===== config.mk =====
export PLATFORM = sky130hd
export DESIGN_NAME = lcm_width_converter
export DESIGN_NICKNAME = d
export VERILOG_FILES = /design/src/rtl/lcmw_pkg.sv /design/src/rtl/stream_packer.sv /design/src/rtl/stream_unpacker.sv /design/src/rtl/lcm_width_converter.sv
export SDC_FILE = /design/constraint.sdc
export NUM_CORES = 1
export LEC_CHECK = 0
export BUFFER_PORTS_ARGS = -buffer_cell sky130_fd_sc_hd__buf_2
export CORE_MARGIN = 4
export CORE_UTILIZATION = 40
export CTS_CLUSTER_SIZE = 8
export DETAILED_ROUTE_END_ITERATION = 10
export GPL_TIMING_DRIVEN = 0
export SLEW_MARGIN = 20
export SYNTH_ARGS = -nofsm -noshare
export SYNTH_HDL_FRONTEND = slang
export SYNTH_SLANG_ARGS = --single-unit

===== constraint.sdc =====
create_clock -name clk -period 4.4 [get_ports clk]
set_input_delay 0.88 -clock clk [delete_from_list [all_inputs] [get_ports clk]]
set_output_delay 0.88 -clock clk [all_outputs]
set_load 0.05 [all_outputs]

===== src/rtl/lcmw_pkg.sv =====
`timescale 1ns/1ps
// Package: width arithmetic shared by the converter stages.
// Assumes positive widths; evaluated only at elaboration.
package lcmw_pkg;
    // Greatest common divisor by Euclid's method.
    function automatic int gcd_f(input int a, input int b);
        int x, y, t;
        x = a;
        y = b;
        while (y != 0) begin
            t = x % y;
            x = y;
            y = t;
        end
        return x;
    endfunction

    // Least common multiple of two widths.
    function automatic int lcm_f(input int a, input int b);
        return (a / gcd_f(a, b)) * b;
    endfunction
endpackage


===== src/rtl/stream_packer.sv =====
`timescale 1ns/1ps
// Module: stream_packer
// Gathers MID_W/IN_W narrow beats into one wide word, first beat in the
// least significant slot. Assumes MID_W is a whole multiple of IN_W.
// Accepts a new beat in the same cycle its full word is handed on.
module stream_packer #(
    parameter int IN_W  = 32,
    parameter int MID_W = 96
) (
    input  logic             clk,
    input  logic             rst_n,
    input  logic             in_valid,
    input  logic [IN_W-1:0]  in_data,
    output logic             in_ready,
    output logic             mid_valid,
    output logic [MID_W-1:0] mid_data,
    input  logic             mid_ready
);
    localparam int SLOTS = MID_W / IN_W;
    localparam int SW    = (SLOTS > 1) ? $clog2(SLOTS) : 1;
    localparam logic [SW-1:0] LAST_SLOT = SW'(SLOTS - 1);

    logic [MID_W-1:0] acc;
    logic [SW-1:0]    slot;
    logic             full;
    logic             accept;
    logic             take;

    assign take      = full && mid_ready;
    assign in_ready  = !full || mid_ready;
    assign accept    = in_valid && in_ready;
    assign mid_valid = full;
    assign mid_data  = acc;

    // Write the incoming beat into its slot and advance the slot index.
    always_ff @(posedge clk) begin
        if (!rst_n) begin
            acc  <= '0;
            slot <= '0;
        end else if (accept) begin
            acc[slot*IN_W +: IN_W] <= in_data;
            slot <= (slot == LAST_SLOT) ? '0 : slot + 1'b1;
        end
    end

    // Track whether a completed word is waiting for the unpacker.
    always_ff @(posedge clk) begin
        if (!rst_n)
            full <= 1'b0;
        else if (accept && slot == LAST_SLOT)
            full <= 1'b1;
        else if (take)
            full <= 1'b0;
    end

    // A finished word that is not taken stays intact (R7 chain).
    assert_mid_hold_R7: assert property (@(posedge clk) disable iff (!rst_n)
        (mid_valid && !mid_ready) |=> (mid_valid && $stable(mid_data)));
endmodule


===== src/rtl/stream_unpacker.sv =====
`timescale 1ns/1ps
// Module: stream_unpacker
// Slices a wide word into MID_W/OUT_W output beats, least significant
// slice first, and flags the final beat of each BEATS_PER_REP-beat transfer.
// Assumes MID_W is a whole multiple of OUT_W. It loads the next word in the
// cycle the last slice leaves, so a ready consumer sees no bubbles.
module stream_unpacker #(
    parameter int MID_W         = 96,
    parameter int OUT_W         = 24,
    parameter int BEATS_PER_REP = 8
) (
    input  logic             clk,
    input  logic             rst_n,
    input  logic             mid_valid,
    input  logic [MID_W-1:0] mid_data,
    output logic             mid_ready,
    output logic             out_valid,
    output logic [OUT_W-1:0] out_data,
    output logic             out_last,
    input  logic             out_ready
);
    localparam int SLICES = MID_W / OUT_W;
    localparam int XW     = (SLICES > 1) ? $clog2(SLICES) : 1;
    localparam int BW     = (BEATS_PER_REP > 1) ? $clog2(BEATS_PER_REP) : 1;
    localparam logic [XW-1:0] LAST_IDX  = XW'(SLICES - 1);
    localparam logic [BW-1:0] LAST_BEAT = BW'(BEATS_PER_REP - 1);

    logic [MID_W-1:0] word;
    logic [XW-1:0]    idx;
    logic [BW-1:0]    beat;
    logic             full;
    logic             fire;
    logic             load;

    assign fire      = full && out_ready;
    assign mid_ready = !full || (out_ready && idx == LAST_IDX);
    assign load      = mid_valid && mid_ready;
    assign out_valid = full;
    assign out_data  = word[idx*OUT_W +: OUT_W];
    assign out_last  = (beat == LAST_BEAT);

    // Hold the current wide word and step through its slices.
    always_ff @(posedge clk) begin
        if (!rst_n) begin
            word <= '0;
            idx  <= '0;
            full <= 1'b0;
        end else if (load) begin
            word <= mid_data;
            idx  <= '0;
            full <= 1'b1;
        end else if (fire) begin
            idx  <= (idx == LAST_IDX) ? '0 : idx + 1'b1;
            full <= (idx != LAST_IDX);
        end
    end

    // Count output beats within a transfer to place the last flag.
    always_ff @(posedge clk) begin
        if (!rst_n)
            beat <= '0;
        else if (fire)
            beat <= (beat == LAST_BEAT) ? '0 : beat + 1'b1;
    end

    // Output held steady under back-pressure.
    assert_out_hold_R7: assert property (@(posedge clk) disable iff (!rst_n)
        (out_valid && !out_ready) |=>
            (out_valid && $stable(out_data) && $stable(out_last)));
endmodule


===== src/rtl/lcm_width_converter.sv =====
`timescale 1ns/1ps
// Module: lcm_width_converter (top)
// Converts an IN_W stream to an OUT_W stream through a register of
// lcm(IN_W, OUT_W) bits, for a run of reps_i transfers of TOTAL_BITS each.
// Assumes both widths are multiples of 8 and TOTAL_BITS is a multiple of
// both widths, and therefore of their least common multiple.
module lcm_width_converter #(
    parameter int IN_W       = 32,
    parameter int OUT_W      = 24,
    parameter int TOTAL_BITS = 192,
    parameter int REP_W      = 4
) (
    input  logic             clk,
    input  logic             rst_n,
    input  logic             start_i,
    input  logic [REP_W-1:0] reps_i,
    output logic             busy_o,
    input  logic             s_valid,
    input  logic [IN_W-1:0]  s_data,
    output logic             s_ready,
    output logic             m_valid,
    output logic [OUT_W-1:0] m_data,
    output logic             m_last,
    input  logic             m_ready
);
    import lcmw_pkg::*;

    localparam int MID_W    = lcm_f(IN_W, OUT_W);
    localparam int IN_BEATS = TOTAL_BITS / IN_W;
    localparam int OUT_BEATS = TOTAL_BITS / OUT_W;
    localparam int IBW      = (IN_BEATS > 1) ? $clog2(IN_BEATS) : 1;
    localparam logic [IBW-1:0] LAST_IN = IBW'(IN_BEATS - 1);

    logic [REP_W-1:0] in_left;
    logic [REP_W-1:0] out_left;
    logic [IBW-1:0]   in_beat;
    logic             in_active;
    logic             pk_in_ready;
    logic             in_fire;
    logic             out_fire;
    logic             mid_valid;
    logic             mid_ready;
    logic [MID_W-1:0] mid_data;

    assign in_active = (in_left != '0);
    assign busy_o    = (out_left != '0);
    assign s_ready   = pk_in_ready && in_active;
    assign in_fire   = s_valid && s_ready;
    assign out_fire  = m_valid && m_ready;

    stream_packer #(.IN_W(IN_W), .MID_W(MID_W)) packer_i (
        .clk       (clk),
        .rst_n     (rst_n),
        .in_valid  (s_valid && in_active),
        .in_data   (s_data),
        .in_ready  (pk_in_ready),
        .mid_valid (mid_valid),
        .mid_data  (mid_data),
        .mid_ready (mid_ready)
    );

    stream_unpacker #(.MID_W(MID_W), .OUT_W(OUT_W), .BEATS_PER_REP(OUT_BEATS)) unpacker_i (
        .clk       (clk),
        .rst_n     (rst_n),
        .mid_valid (mid_valid),
        .mid_data  (mid_data),
        .mid_ready (mid_ready),
        .out_valid (m_valid),
        .out_data  (m_data),
        .out_last  (m_last),
        .out_ready (m_ready)
    );

    // Load repetition counts on start and retire transfers on each side.
    always_ff @(posedge clk) begin
        if (!rst_n) begin
            in_left  <= '0;
            out_left <= '0;
            in_beat  <= '0;
        end else if (start_i && !busy_o) begin
            in_left  <= reps_i;
            out_left <= reps_i;
            in_beat  <= '0;
        end else begin
            if (in_fire) begin
                if (in_beat == LAST_IN) begin
                    in_beat <= '0;
                    in_left <= in_left - 1'b1;
                end else begin
                    in_beat <= in_beat + 1'b1;
                end
            end
            if (out_fire && m_last)
                out_left <= out_left - 1'b1;
        end
    end

    // Output side never finishes transfers ahead of the input side.
    assert_side_order_R4: assert property (@(posedge clk) disable iff (!rst_n)
        out_left >= in_left);

    // No output beat outside a run.
    assert_valid_in_run_R9: assert property (@(posedge clk) disable iff (!rst_n)
        m_valid |-> busy_o);

    // A start during a run leaves the remaining count alone.
    assert_start_ignored_R5: assert property (@(posedge clk) disable iff (!rst_n)
        (busy_o && start_i && !(out_fire && m_last)) |=> $stable(out_left));

    // An idle block accepts no input.
    assert_idle_no_input_R6: assert property (@(posedge clk) disable iff (!rst_n)
        !busy_o |-> !s_ready);
endmodule


==> impl_metrics.py, run 1 <==
metrics = {
    "worst_setup_path": {
        "crit_type": "flip-flop to output pin",
        "timing.rr.end": "packer_i.mid_data[55]$_SDFFE_PN0P_",
        "path_cells": "clkbuf_1, clkbuf_1, mux4_2, buf_2",
        "critPathMaxStageDelay_ns": 0.66,
        "reg2reg_depth": 7,
        "crit_top_cell": "clkbuf_1",
        "slowest_stage": "clkbuf_1",
        "cp.required_ns": 3.52,
        "r2r_start": "packer_i.slot[0]$_SDFFE_PN0P_",
        "r2r_slack_ns": 1.77,
        "critPathCaptureType": "output pin",
        "cp_max_fo": 10,
        "crit_path_start_kind": "flip-flop",
        "critPathArrivalTime_ns": 2.62,
    },
    "clock_tree": {
        "ctsResizeCount": 0,
        "cts_buffer_depth": 3,
        "clock_latency_ns": 0.53,
        "cts_hold_buf": 0,
        "clk_pin_slew_ns": 0.05,
        "root_buffer": "clkbuf_16",
        "cts_tree": "done",
        "htree_levels": 1,
        "postCtsSetupRepairBufs": 0,
        "numCtsBuffers": 30,
        "cts.sinks": 212,
    },
    "pwr": {
        "net-switching-power_mw": 1.10,
        "pwr-share-seq": 0.449,
        "p_clk_frac": 0.463,
        "combPwrFrac": 0.088,
        "p_leak_nw": 3.56,
        "p_int_mw": 3.37,
        "power.density_nw_per_um2": 438,
        "worst_ir_drop_vdd_uv": 232,
        "power_switching_share": 0.247,
    },
    "final_layout": {
        "layout_common_cells": "299 x nand2_1, 212 x dfxtp_1, 98 x nand3_1, 98 x a21boi_0, 93 x o21ai_0",
        "diodes": 0,
        "drive_gt1_frac": 0.149,
        "final_nets": 1156,
        "fill_cells": 2120,
        "final_common_cell": "nand2_1",
        "instances_no_fill": 1378,
        "area_growth_pct": 17.2,
    },
    "route": {
        "route.vias.total": 7514,
        "top_layer": "met4",
        "dr_wl_met3_microns": 2160,
        "ant_nets": 0,
        "met1_length_microns": 12300,
        "routed_wl_microns": 26900,
        "vias_per_cell": 5.45,
        "drt_iter0_markers": 517,
        "drc_errors": 0,
        "wl_met2_microns": 11900,
        "dr.pass1.iters": 5,
        "routedWlPerCell_microns": 19.5,
    },
    "status": {
        "outcome": "complete, no violations",
    },
    "grt": {
        "antenna_found_initial": 0,
        "first_global_vias": 7195,
        "grt.overflow.total": 0,
        "grt_start_max_net_pins": 15,
        "grt_pass1_wl_microns": 41300,
        "track_usage": 0.221,
    },
    "sta": {
        "setup_viol": 0,
        "worst_pin_slew_ns": 1.19,
        "finalClockSkew_ns": 0.00893,
        "maxSlewViolCount": 0,
        "timing.fmax_mhz": 286,
        "period_needed_ns": 3.50,
        "hold_violations": 0,
        "rsz0062_at_grt": "no",
        "slew_headroom": 0.203,
        "tns_ns": 0,
        "min_period_over_period": 0.795,
    },
    "synth": {
        "netlist_instances": 1003,
        "synthTopCellsByArea": "dfxtp_1 49%, nand2_1 13%, a21boi_0 8.5%",
        "synth.net_count": 1056,
        "ys_seq_area_frac": 0.488,
        "synth_top_cell_by_area": "dfxtp_1",
        "ys_warn_count": 0,
        "ys_ff_latch": 212,
        "synth_top_area_share": 0.488,
        "ys_types": 49,
        "netlist_area_sq_um": 8700,
        "synth.avg_cell_area_sq_um": 8.68,
    },
    "placed_design": {
        "hpwlAfterDp_microns": 20100,
        "port_buffers": 68,
        "placedCellCount": 1346,
        "place.gp.congestion": 0.867,
    },
    "floorplanning": {
        "core_area_sq_um": 21200,
        "rows": 53,
        "chipWidth_microns": 156,
        "dieArea_sq_um": 24200,
        "ios": 69,
        "initial_core_util": 0.410,
        "die_h_microns": 156,
    },
    "hold_path": {
        "worstHoldStart": "packer_i.mid_data[18]$_SDFFE_PN0P_",
        "hold_class": "flip-flop to flip-flop",
        "whs_path_depth": 2,
        "hold-path-endpoint": "packer_i.mid_data[18]$_SDFFE_PN0P_",
    },
    "job": {
        "maxCapViolations": 0,
    },
}
==> flip-flops by register name (all words and copies together), names as in the netlist <==
register and flops:
out_left 4, unpacker_i.out_valid 1, packer_i.slot 2, unpacker_i.beat 3, unpacker_i.word 96, in_left 4
unpacker_i.idx 2, in_beat 3, packer_i.mid_data 96, packer_i.mid_valid 1
==> how the worst max path moves through the flow <==
stage | end | from | cells past startpoint | slack (ns)
after CTS | m_data[16] | unpacker_i.idx[1]$_SDFFE_PP0P_ | 4 | 0.91
after global routing | m_data[16] | unpacker_i.idx[1]$_SDFFE_PP0P_ | 4 | 0.84
after global placement | m_data[0] | unpacker_i.idx[1]$_SDFFE_PP0P_ | 4 | 1.44
after detailed placement | m_data[0] | unpacker_i.idx[1]$_SDFFE_PP0P_ | 4 | 1.49
final | m_data[16] | unpacker_i.idx[1]$_SDFFE_PP0P_ | 4 | 0.90
after floorplan | s_ready | m_ready | 2 | 1.75
==> synthesized netlist by cell type (all sizes together) <==
| cell | n |
|---|---|
| nand2 | 299 |
| dfxtp | 212 |
| a21boi | 101 |
| o21ai | 101 |
| nand3 | 98 |
| clkbuf | 53 |
| buf | 31 |
| mux4 | 24 |
| ha | 12 |
| inv | 8 |
| a21oi | 7 |
| nor2b | 7 |
| nor3 | 7 |
| nor2 | 6 |
| and3 | 4 |
| mux2i | 3 |
| nor3b | 3 |
| o2111a | 3 |
| xnor2 | 3 |
| a211oi | 2 |
| mux2 | 2 |
| a2111oi | 1 |
| a21bo | 1 |
| a22o | 1 |
| a32oi | 1 |
| a41o | 1 |
| and4 | 1 |
| nand3b | 1 |
| nand4 | 1 |
| nand4bb | 1 |
| nor4 | 1 |
| nor4bb | 1 |
| o2111ai | 1 |
| o211ai | 1 |
| o21a | 1 |
| or3 | 1 |
| or3b | 1 |
| xor2 | 1 |
==> area by class of cell <==
type,count,area [sq um],share of cell area
clock inverters,1,30.0,0.00294
repair buffers,68,340,0.0334
multi-input cells,699,4060,0.398
clock buffers,31,776,0.0761
well taps,275,344,0.0337
flip-flops and latches,212,4240,0.416
inverters,8,30.0,0.00294
plain buffers,84,373,0.0366
==> cells by family (layout without fill, tap and decap cells) <==
kind of cell,Yosys count,in the layout,synth area share
adders and majority gates,12,12,0.0172
muxes,29,29,0.0681
DFF,212,212,0.488
and+or+nand+nor,432,432,0.211
xor gates and xnor gates,4,4,0.00403
AOI/OAI and AO/OA,222,222,0.166
buffers and inverters,92,192,0.0463
==> layer usage <==
| layer | global-route usage | vias up |
|---|---|---|
| met3 | 0.0370 | 47 |
| met4 | 0.0567 | 0 |
| met1 | 0.322 | 3587 |
| met5 | 0 | - |
| li1 | - | 3611 |
| met2 | 0.342 | 269 |
==> power groups by stage <==
stage	Clock, mW	Combinational [mW]	Sequential, mW
detailed placement	0	0.388	2.04
global placement	0	0.385	2.04
floorplan	0	0.253	2.04
finish	2.07	0.395	2.01
global route	2.17	0.431	2.01
CTS	2.09	0.391	2.01
==> metrics by stage <==
stage | hold slack [ns] | setup slack (ns) | power [mW] | util | instance area (sq um)
6_report | 0.454 | 0.903 | 4.47 | 0.481 | 10200
3_5_place_dp | 0.446 | 1.49 | 2.43 | 0.443 | 9390
4_1_cts | 0.457 | 0.913 | 4.49 | 0.481 | 10200
2_1_floorplan | 0.429 | 1.75 | 2.29 | - | 8700
5_1_grt | 0.475 | 0.837 | 4.61 | 0.481 | 10200
3_3_place_gp | 0.442 | 1.44 | 2.43 | 0.442 | 9390
==> worst max-delay path: cells and delay by family (launching register included) <==
kind | cells | cell delay, ns
DFF | 1 | 0.33
muxes | 1 | 0.45
buffers and inverters | 3 | 1.31
No activity file was read; power rests on OpenSTA's default activity.
==> inputs of run 2 (changes only) <==
clock period = 3.1 ns   (was 4.4 ns; I/O delays follow)
==> run 2 against run 1 <==
Against the previous run:
- critical path depth unchanged
- largest power group unchanged
- worst hold slack worse by 0.11 ns
- combinational power up 42%
- setup slack worse by 0.75 ns
==> impl_metrics.py, run 2 (synthesized netlist as in run 1, its figures left out) <==
metrics = {
    "final_layout": {
        "diodes": 0,
        "multiInputGateArea_sq_um": 4060,
        "seqCellArea_sq_um": 4240,
        "fill_cells": 2116,
        "final_common_cell": "nand2_1",
        "drive_gt1_frac": 0.150,
        "area_growth_pct": 17.3,
        "layout_common_cells": "299 x nand2_1, 212 x dfxtp_1, 98 x nand3_1, 98 x a21boi_0, 93 x o21ai_0",
        "final_nets": 1156,
        "instances_no_fill": 1378,
    },
    "route": {
        "ant_nets": 0,
        "routedWlPerCell_microns": 19.5,
        "drt_iter0_markers": 498,
        "route.vias.total": 7499,
        "routed_wl_microns": 26900,
        "vias_per_cell": 5.44,
        "dr.pass1.iters": 5,
        "drc_errors": 0,
    },
    "clock_tree": {
        "cts_buffer_depth": 3,
        "clk_pin_slew_ns": 0.05,
        "cts.sinks": 212,
        "cts_tree": "done",
        "cts_hold_buf": 0,
        "postCtsSetupRepairBufs": 0,
        "numCtsBuffers": 30,
        "htree_levels": 1,
        "root_buffer": "clkbuf_16",
        "clock_latency_ns": 0.53,
    },
    "placed_design": {
        "port_buffers": 68,
        "pre_cts_slack_ns": 0.454,
        "place.gp.congestion": 0.867,
        "placedCellCount": 1346,
        "hpwlAfterDp_microns": 20100,
    },
    "sta": {
        "worst_pin_slew_ns": 1.17,
        "period_needed_ns": 2.95,
        "setup_viol": 0,
        "hold_violations": 0,
        "timing.fmax_mhz": 339,
        "tns_ns": 0,
        "slew_headroom": 0.213,
        "finalClockSkew_ns": 0.00909,
        "min_period_over_period": 0.952,
        "setup_ws_ns": 0.149,
        "maxSlewViolCount": 0,
        "rsz0062_at_grt": "no",
    },
    "worst_setup_path": {
        "r2r_start": "packer_i.slot[0]$_SDFFE_PN0P_",
        "reg2reg_depth": 7,
        "crit_type": "flip-flop to output pin",
        "cp.required_ns": 2.48,
        "cp_max_fo": 10,
        "timing.rr.end": "packer_i.mid_data[55]$_SDFFE_PN0P_",
        "critPathCaptureType": "output pin",
        "critPathArrivalTime_ns": 2.33,
        "slowest_stage": "clkbuf_2",
        "r2r_slack_ns": 0.48,
        "critPathMaxStageDelay_ns": 0.44,
        "crit_path_start_kind": "flip-flop",
        "path_cells": "clkbuf_1, clkbuf_2, mux4_2, buf_2",
    },
    "floorplanning": {
        "die_h_microns": 156,
        "ios": 69,
        "chipWidth_microns": 156,
        "dieArea_sq_um": 24200,
        "initial_core_util": 0.410,
        "rows": 53,
        "core_area_sq_um": 21200,
    },
    "grt": {
        "grt_pass1_wl_microns": 41300,
        "antenna_found_initial": 0,
        "first_global_vias": 7195,
        "grt.overflow.total": 0,
        "grt_start_max_net_pins": 15,
        "track_usage": 0.221,
    },
    "pwr": {
        "p_leak_nw": 3.56,
        "worst_ir_drop_vdd_uv": 330,
        "power_mw": 6.35,
        "power.density_nw_per_um2": 622,
    },
    "job": {
        "maxCapViolations": 0,
    },
    "status": {
        "outcome": "complete, no violations",
    },
    "hold_path": {
        "hold-path-endpoint": "packer_i.mid_data[42]$_SDFFE_PN0P_",
        "hold_class": "input pin to flip-flop",
        "whs_path_depth": 3,
        "worstHoldStart": "s_data[10]",
    },
}
==> run 2: through the flow <==
step | cell area (sq um) | hold slack [ns] | utilization
6_report | 10200 | 0.347 | 0.481
4_1_cts | 10200 | 0.331 | 0.481
3_5_place_dp | 9390 | 0.446 | 0.443
3_3_place_gp | 9390 | 0.442 | 0.442
5_1_grt | 10200 | 0.353 | 0.481
2_1_floorplan | 8700 | 0.429 | -
==> run 2: what timing repair did <==
action / in CTS / in global routing
gates cloned: 0 / 0
endpoints found under the setup margin: 20 / 8
resized for setup: 3 / 2
==> run 2: power breakdown <==
group          total (mW)  internal (mW)  switching (mW)
logic               0.560          0.169           0.392
clock network        2.94           1.81            1.13
registers            2.85           2.80          0.0481
total                6.35           4.78            1.57
==> run 2: worst max path at each step <==
| stage | to | from | slack, ns |
|---|---|---|---|
| after floorplan | s_ready | unpacker_i.out_valid$_SDFFE_PN0P_ | 0.88 |
| after global placement | m_data[0] | unpacker_i.idx[1]$_SDFFE_PP0P_ | 0.40 |
| after detailed placement | m_data[0] | unpacker_i.idx[1]$_SDFFE_PP0P_ | 0.45 |
| after CTS | m_data[15] | unpacker_i.idx[0]$_SDFFE_PP0P_ | 0.02 |
| after global routing | m_data[16] | unpacker_i.idx[1]$_SDFFE_PP0P_ | 0.08 |
| final | m_data[16] | unpacker_i.idx[1]$_SDFFE_PP0P_ | 0.15 |
==> run 2: layout make-up <==
cell class	instances	share of cell area
clock inverter	1	0.00294
tap	275	0.0337
sequential	212	0.416
timing repair buffer	68	0.0333
inverter	8	0.00294
buffer	84	0.0375
clock buffer	31	0.0760
multi-input combinational	699	0.398
==> run 2: layer usage <==
metal,vias up,GRT usage,wire length [microns],share of wire
met5,-,0,0,0
met4,0,0.0567,622,0.023
met3,46,0.0370,2050,0.076
met2,256,0.342,11900,0.44
met1,3592,0.322,12400,0.46
li1,3605,-,-,-
==> run 2: worst max-delay path, delay by kind of cell, from the launching register on <==
kind / cells / cell delay (ns)
buf+inv: 3 / 1.06
mux: 1 / 0.41
flops: 1 / 0.33
==> inputs of run 3 (changes only) <==
ABC_AREA = 1   (was unset)
==> run 3 against run 2 <==
Against the previous run:
- sequential power is 30% higher
- flip-flop and latch count stayed put
- clock power is 2% lower
- maximum frequency is 0.94% lower
- critical path depth is 1 higher
- critical path type unchanged
==> impl_metrics.py, run 3 <==
metrics = {
    "route": {
        "drt_iter0_markers": 764,
        "drc_errors": 0,
        "vias_per_cell": 4.92,
        "routed_wl_microns": 30300,
        "routedWlPerCell_microns": 16.6,
        "ant_nets": 0,
        "route.vias.total": 8974,
        "dr.pass1.iters": 5,
    },
    "floorplanning": {
        "rows": 55,
        "chipWidth_microns": 161,
        "dieArea_sq_um": 26000,
        "initial_core_util": 0.411,
        "die_h_microns": 161,
        "core_area_sq_um": 22800,
        "ios": 69,
    },
    "synth": {
        "synth_top_cell_by_area": "dfxtp_1",
        "synthFlopType": "dfxtp_1",
        "synth-compound-area-share": 0.110,
        "ys_seq_area_frac": 0.452,
        "synth.avg_cell_area_sq_um": 6.66,
        "netlist_area_sq_um": 9390,
        "synth_top_family_by_area": "simple AND/OR/NAND/NOR gates",
        "ys_ff_latch": 212,
        "synth_top_area_share": 0.452,
        "ys_warn_count": 0,
        "synthXorXnorAreaFrac": 0.00187,
        "synthTopCellsByArea": "dfxtp_1 45%, nor2_1 19%, nand2_1 11%",
        "ys_types": 26,
        "yosys.area_share.simple": 0.348,
        "synthMuxAreaShare": 0,
        "ys_top_cells_by_count": "487 x nor2_1, 283 x nand2_1, 212 x dfxtp_1",
        "netlist_instances": 1410,
        "synth_edf_count": 0,
        "yosys.area_share.adder": 0.0160,
        "synth.net_count": 1463,
        "yosysMostFrequentCell": "nor2_1",
        "ys_async_sr_fraction": 0,
    },
    "sta": {
        "timing.fmax_mhz": 336,
        "period_needed_ns": 2.98,
        "setup_ws_ns": 0.121,
        "rsz0062_at_grt": "no",
        "hold_violations": 0,
        "hold_ws_ns": 0.415,
        "slew_headroom": 0.556,
        "setup_viol": 0,
        "tns_ns": 0,
        "finalClockSkew_ns": 0.0137,
        "maxSlewViolCount": 0,
        "worst_pin_slew_ns": 0.658,
        "min_period_over_period": 0.961,
    },
    "final_layout": {
        "instances_no_fill": 1824,
        "finalCoreUtilization": 0.478,
        "stdcell_area_sq_um": 10900,
        "drive_gt1_frac": 0.103,
        "final_nets": 1562,
        "final_common_cell": "nor2_1",
        "layout_common_cells": "487 x nor2_1, 283 x nand2_1, 212 x dfxtp_1",
        "diodes": 0,
        "area_growth_pct": 16.3,
    },
    "placed_design": {
        "placedCellCount": 1790,
        "place.gp.congestion": 0.897,
        "hpwlAfterDp_microns": 24200,
        "pre_cts_slack_ns": 0.519,
        "placed_area_sq_um": 10100,
        "port_buffers": 67,
    },
    "grt": {
        "grt_start_max_net_pins": 15,
        "use_met1": 0.340,
        "met3_usage": 0.0350,
        "grtUsageMet2": 0.352,
        "grt_pass1_wl_microns": 46600,
        "antenna_found_initial": 0,
        "top_usage_layer": "met2",
        "track_usage": 0.230,
        "grt.overflow.total": 0,
        "first_global_vias": 8306,
    },
    "worst_setup_path": {
        "timing.critical_path.buf_inv": 3,
        "cp.required_ns": 2.48,
        "critPathArrivalTime_ns": 2.36,
        "critPathCaptureType": "output pin",
        "crit_path_start_kind": "flip-flop",
        "cp_max_fo": 10,
        "slowest_stage": "clkbuf_1",
        "crit_type": "flip-flop to output pin",
        "crit_top_cell": "clkbuf_1",
        "critPathMaxStageDelay_ns": 0.50,
        "path_cells": "clkbuf_1, clkbuf_1, o21ai_0, o22ai_1, buf_2",
        "path_delay_family": "buffers and inverters",
    },
    "pwr": {
        "power_mw": 10.1,
        "p_leak_nw": 4.73,
        "worst_ir_drop_vdd_uv": 491,
        "power.density_nw_per_um2": 929,
    },
    "status": {
        "outcome": "complete, no violations",
    },
    "clock_tree": {
        "htree_levels": 1,
        "numCtsBuffers": 30,
        "cts.sinks": 212,
        "postCtsSetupRepairBufs": 0,
        "root_buffer": "clkbuf_16",
        "cts_buffer_depth": 3,
        "clk_pin_slew_ns": 0.05,
        "cts_tree": "done",
        "clock_latency_ns": 0.53,
    },
    "hold_path": {
        "hold_class": "input pin to flip-flop",
    },
    "job": {
        "maxCapViolations": 0,
    },
}
## run 3: kinds of logic after synthesis
kind of cell,count (synthesis)
AOI/OAI and AO/OA,199
xor gates and xnor gates,2
adders and majority gates,12
buffers and inverters,156
DFF,212
and+or+nand+nor,829
## run 3: timing repair
action	CTS	global route
gates resized for setup	1	2
endpoints found under the hold margin	0	0
hold buffers	0	0
endpoints found under the setup margin	2	1
pin swaps	0	0
## run 3: routing by layer
| metal | share of wire | vias up |
|---|---|---|
| li1 | - | 4599 |
| met2 | 0.42 | 269 |
| met1 | 0.48 | 4054 |
| met5 | 0 | - |
| met4 | 0.024 | 0 |
| met3 | 0.069 | 52 |
## run 3: worst min-delay path, stage by stage
cell and delay [ns]:
buf_2 0.10, nand4_1 0.11, a21oi_1 0.07
## run 3: report_power, final
group	total, mW	internal (mW)	switching, mW
Clock	2.88	1.76	1.12
Combinational	3.56	1.11	2.45
Sequential	3.70	3.30	0.392
## run 3: final cells by class
type	instances	area [sq um]
buffer	93	452
clock buffer	34	797
fill	2449	11900
inverter	63	236
multi-input combinational	1042	4460
sequential	212	4240
tap	313	392
timing repair buffer	67	335
## run 3: worst paths after layout
check                             startpoint                          endpoint  slack [ns]  depth (start not counted)
min reg2reg  unpacker_i.beat[1]$_SDFFE_PN0P_   unpacker_i.beat[1]$_SDFFE_PN0P_        0.47                          2
max reg2reg   unpacker_i.idx[1]$_SDFFE_PP0P_  unpacker_i.word[59]$_SDFFE_PN0P_        0.87                          8
min                                reps_i[1]          out_left[1]$_SDFFE_PN0P_        0.42                          3
max           unpacker_i.idx[0]$_SDFFE_PP0P_                        m_data[18]        0.12                          5
